<file path="src/rtl/win_wdt.sv">
module win_wdt #(
  parameter int          DATA_W        = 8,
  parameter int          CODE_W        = 4,
  parameter logic [7:0]  KEY           = 8'hD8,
  parameter int          UNLOCK_CYCLES = 4,
  parameter int          NUM_CODES     = 11,
  parameter int          BASE_LOG2     = 3
) (
  input  logic              clk,
  input  logic              rst_n,
  input  logic              tick,
  input  logic              restart,
  input  logic              wr_en,
  input  logic [1:0]        wr_addr,
  input  logic [DATA_W-1:0] wr_data,
  input  logic              lock_in,
  output logic              rst_req,
  output logic              cfg_en,
  output logic              cfg_win_mode,
  output logic [CODE_W-1:0] cfg_period,
  output logic [CODE_W-1:0] cfg_window
);

  localparam int CW = BASE_LOG2 + NUM_CODES - 1;
  localparam int UW = $clog2(UNLOCK_CYCLES + 1);
  localparam logic [1:0] A_KEY  = 2'd0;
  localparam logic [1:0] A_CTRL = 2'd1;
  localparam logic [1:0] A_WIN  = 2'd2;

  function automatic logic [CW:0] code_ticks(input logic [CODE_W-1:0] c);
    if (int'(c) >= NUM_CODES) return (CW+1)'(1) << CW;
    return (CW+1)'(1) << (BASE_LOG2 + int'(c));
  endfunction

  logic          locked_q;
  logic [UW-1:0] unl_q;
  logic [CW-1:0] cnt_q;
  logic          en_q, mode_q, req_q;
  logic [CODE_W-1:0] per_q, win_q;

  wire locked  = locked_q | lock_in;
  wire key_hit = wr_en && !locked && wr_addr == A_KEY && wr_data == DATA_W'(KEY);
  wire cfg_ok  = wr_en && !locked && unl_q != '0 && (wr_addr == A_CTRL || wr_addr == A_WIN);
  wire ctrl_wr = cfg_ok && wr_addr == A_CTRL;
  wire win_wr  = cfg_ok && wr_addr == A_WIN;

  wire [CW:0] per_ticks = code_ticks(per_q);
  wire [CW:0] win_ticks = code_ticks(win_q);
  wire [CW:0] cnt_x     = {1'b0, cnt_q};

  wire active = en_q && !req_q;
  wire early  = active && restart && mode_q && (win_ticks < per_ticks) && (cnt_x < win_ticks);
  wire late   = active && !restart && tick && (cnt_x >= per_ticks - (CW+1)'(1));
  wire fire   = early || late;

  always_ff @(posedge clk) begin
    if (!rst_n) begin
      locked_q <= 1'b0;
      unl_q    <= '0;
    end else begin
      if (lock_in) locked_q <= 1'b1;
      if (key_hit)          unl_q <= UW'(UNLOCK_CYCLES);
      else if (cfg_ok)      unl_q <= '0;
      else if (unl_q != '0) unl_q <= unl_q - UW'(1);
    end
  end

  always_ff @(posedge clk) begin
    if (!rst_n) begin
      en_q   <= 1'b0;
      mode_q <= 1'b0;
      per_q  <= '0;
      win_q  <= '0;
    end else begin
      if (ctrl_wr) begin
        en_q   <= wr_data[0];
        mode_q <= wr_data[1];
        per_q  <= wr_data[2 +: CODE_W];
      end
      if (win_wr) win_q <= wr_data[CODE_W-1:0];
    end
  end

  always_ff @(posedge clk) begin
    if (!rst_n) begin
      cnt_q <= '0;
      req_q <= 1'b0;
    end else begin
      req_q <= fire;
      if (!active || ctrl_wr || fire || restart) cnt_q <= '0;
      else if (tick)                             cnt_q <= cnt_q + CW'(1);
    end
  end

  assign rst_req      = req_q;
  assign cfg_en       = en_q;
  assign cfg_win_mode = mode_q;
  assign cfg_period   = per_q;
  assign cfg_window   = win_q;

endmodule

</file>
<file path="config.mk">
export PLATFORM = sky130hd
export DESIGN_NAME = win_wdt
export DESIGN_NICKNAME = d
export VERILOG_FILES = /design/src/rtl/win_wdt.sv
export SDC_FILE = /design/constraint.sdc
export NUM_CORES = 1
export LEC_CHECK = 0
export ABC_CLOCK_PERIOD_IN_PS = 3300
export BUFFER_PORTS_ARGS = -buffer_cell sky130_fd_sc_hd__buf_2
export CORE_MARGIN = 10
export CORE_UTILIZATION = 30
export DETAILED_ROUTE_END_ITERATION = 8
export PLACE_DENSITY = 0.56
export SKIP_CTS_REPAIR_TIMING = 1
export SLEW_MARGIN = 40
export SYNTH_ARGS = -nofsm -noshare
export SYNTH_HDL_FRONTEND = slang
export SYNTH_SLANG_ARGS = --single-unit
</file>
<file path="constraint.sdc">
create_clock -name clk -period 3.3 [get_ports clk]
set_clock_uncertainty 0.05 [all_clocks]
set_input_delay 0.165 -clock clk [delete_from_list [all_inputs] [get_ports clk]]
set_output_delay 0.165 -clock clk [all_outputs]
set_load 0.05 [all_outputs]
</file>
==> results.ini <==
[status]
status=finished, final reports clean

[synthesis]
synth.area.top_cells=ha_1 22%, dfxtp_1 22%, nand2_1 6.6%
yosysMostFrequentCell=ha_1
synth-edff-count=0
syn_area_per_cell_um2=8.05
synth_flop_cell=dfxtp_1
synth-seq-area-share_pct=22.3
synthCells=313
synth_top_cell_area_share_pct=22.4
syn_area_um2=2520
synth_seq_cells=28
yosys_warnings=0
async_reset_ff_share_pct=0
ys_types=44
synth_top_area_cell=ha_1
yosys-top-cells-count=45 x ha_1, 44 x nand2_1, 28 x dfxtp_1, 18 x inv_1, 17 x nor3_1

[setup_path]
cp.arrival_ns=3.03
crit_path_end_kind=flop
slowest_delay_ns=0.47
cp_max_fo=14
path_cells=or2_2, a21oi_1, nand2b_1, xnor2_1, ha_1, o211ai_1, or4_1, o21ai_1, o211a_1, nor3_1
crit_type=reg2reg
crit_required_ns=3.40
critPathLaunchType=flop
cp_slowest_cell=or4_1

[sta]
hold_viol_final=0
min_period_over_period_pct=88.9
max_freq_mhz=341
finalSetupViolCount=0
period_minus_slack_ns=2.93
final_max_slew_viol_count=0
postLayoutSetupSlackWorst_ns=0.367
rsz0062_at_grt=false
setup_tns_ns=0

[clock_network]
cts_tree=yes
clock_sinks=28
cts_made_buffers=3
cts_max_level=1
clockRootBuffer=clkbuf_8
clock_latency_ns=0.27
clock_path_buffers=2
cts.clk_slew.worst_paths_ns=0.10

[global_routing]
track_usage_pct=9.42
antenna_found_initial=0
overflow=0
grt_pass1_vias=2123
grt_pass1_wl_mm=10.2
grt_max_degree=17

[final_layout]
drive_above_1_share_pct=12.1
diodes=0
utilization_pct=34.6
fillers=887
num-nets-final=402
area_growth_pct=12.4
layoutNonFillerInstCount=445

[floorplanning]
fp.dieW_um=112
placementRows=33
coreArea_um2=8180
pin_count=27
initial_core_util_pct=30.8
fp.dieH_um=112
die_area_um2=12500

[detailed_routing]
wl_per_cell_um=13.3
vias=2175
drtPass1Iterations=5
drt_iter0_markers=102
wl_mm=5.94
drc=0
vias_per_cell=4.89
ant_nets=0

[placed_design]
post-place-ws_ns=0.418
gp_congestion=0.813
dp_cells=441
hpwl_mm=4.98
io_buffers=26

[power_and_ir_drop]
total_power_w=0.000850
ir_worst_vdd_mv=0.251
p_leak_nw=1.42
power_density_nw_per_um2=300

[worst_hold_path]
hp-class=in2reg

[job]
drv_cap=0

## power by group
| group | leakage [nW] | total [W] | internal [W] | switching, W |
|---|---|---|---|---|
| Clock | 0.0357 | 0.000271 | 0.000162 | 0.000109 |
| Combinational | 1.16 | 0.000209 | 0.0000936 | 0.000115 |
| Sequential | 0.226 | 0.000370 | 0.000357 | 0.0000129 |
## per-stage QoR
| step | instance area, µm² | hold WS, ns |
|---|---|---|
| detailed placement | 2760 | 0.356 |
| finish | 2830 | 0.0585 |
| global placement | 2760 | 0.336 |
| CTS | 2830 | 0.0594 |
| global route | 2830 | 0.0716 |
| floorplan | 2540 | 0.225 |
## area by class of cell
| cell class | count | area, µm² | area share (%) |
|---|---|---|---|
| multi-input cells | 263 | 1860 | 65.8 |
| flip-flops and latches | 28 | 561 | 19.8 |
| repair buffers | 27 | 138 | 4.86 |
| well taps | 105 | 131 | 4.64 |
| inverters | 18 | 67.6 | 2.39 |
| clock buffers | 3 | 41.3 | 1.46 |
| clock inverters | 1 | 30.0 | 1.06 |
## kinds of logic (layout without fill, tap and decap cells)
group,after synthesis,after routing,synth area share [%]
AOI/OAI and AO/OA,49,49,14.1
xor gates and xnor gates,14,14,4.87
adders and majority gates,45,45,22.4
buffers and inverters,29,49,4.82
DFF,28,28,22.3
muxes,10,10,4.07
other,2,9,0.298
and+or+nand+nor,136,136,27.2
## flip-flops by register name, summed over array words and instances (netlist names)
register      flops
cfg_en            1
cfg_period        4
cfg_win_mode      1
cfg_window        4
cnt_q            13
locked_q          1
rst_req           1
unl_q             3
## per-layer routing
layer / part of all wire, % / track usage [%] / vias up / routed length (µm)
met5: 0 / 0 / - / 0
met4: 0 / 0.771 / 0 / 0
met3: 5.2 / 2.36 / 0 / 308
met2: 47 / 16.4 / 45 / 2780
met1: 48 / 11.8 / 978 / 2850
li1: - / - / 1152 / -
## layout by cell type (no fill, tap or decap), types with 3 or more instances in the layout
master	count
ha_1	45
a21oi_1	15
buf_2	26
inv_1	18
a21boi_0	4
o21ai_0	5
dfxtp_1	28
conb_1	9
nor2_1	15
and3_1	6
clkbuf_8	3
nor2b_1	16
nand2b_1	4
xnor2_1	8
nor3_1	17
o21a_1	7
nand4_1	9
nand2_1	44
a21o_1	5
nand3_1	13
o211ai_1	3
mux2i_1	8
xor2_1	6
## worst paths after layout
kind,start,end,slack (ns),depth (start not counted)
hold reg to reg,unl_q[1],unl_q[1],0.45,2
setup / recovery,cfg_period[1],cnt_q[3],0.37,10
setup reg to reg,cfg_period[1],cnt_q[3],0.37,10
hold / removal,lock_in,locked_q,0.06,2
## critical path: cells and delay by family (launching register included)
kind / cells / cell delay, ns
DFF: 1 / 0.44
and+or+nand+nor: 4 / 1.07
adders and majority gates: 1 / 0.32
xor gates and xnor gates: 1 / 0.06
AOI/OAI and AO/OA: 4 / 0.86
Power figures use the tool's default switching activity.
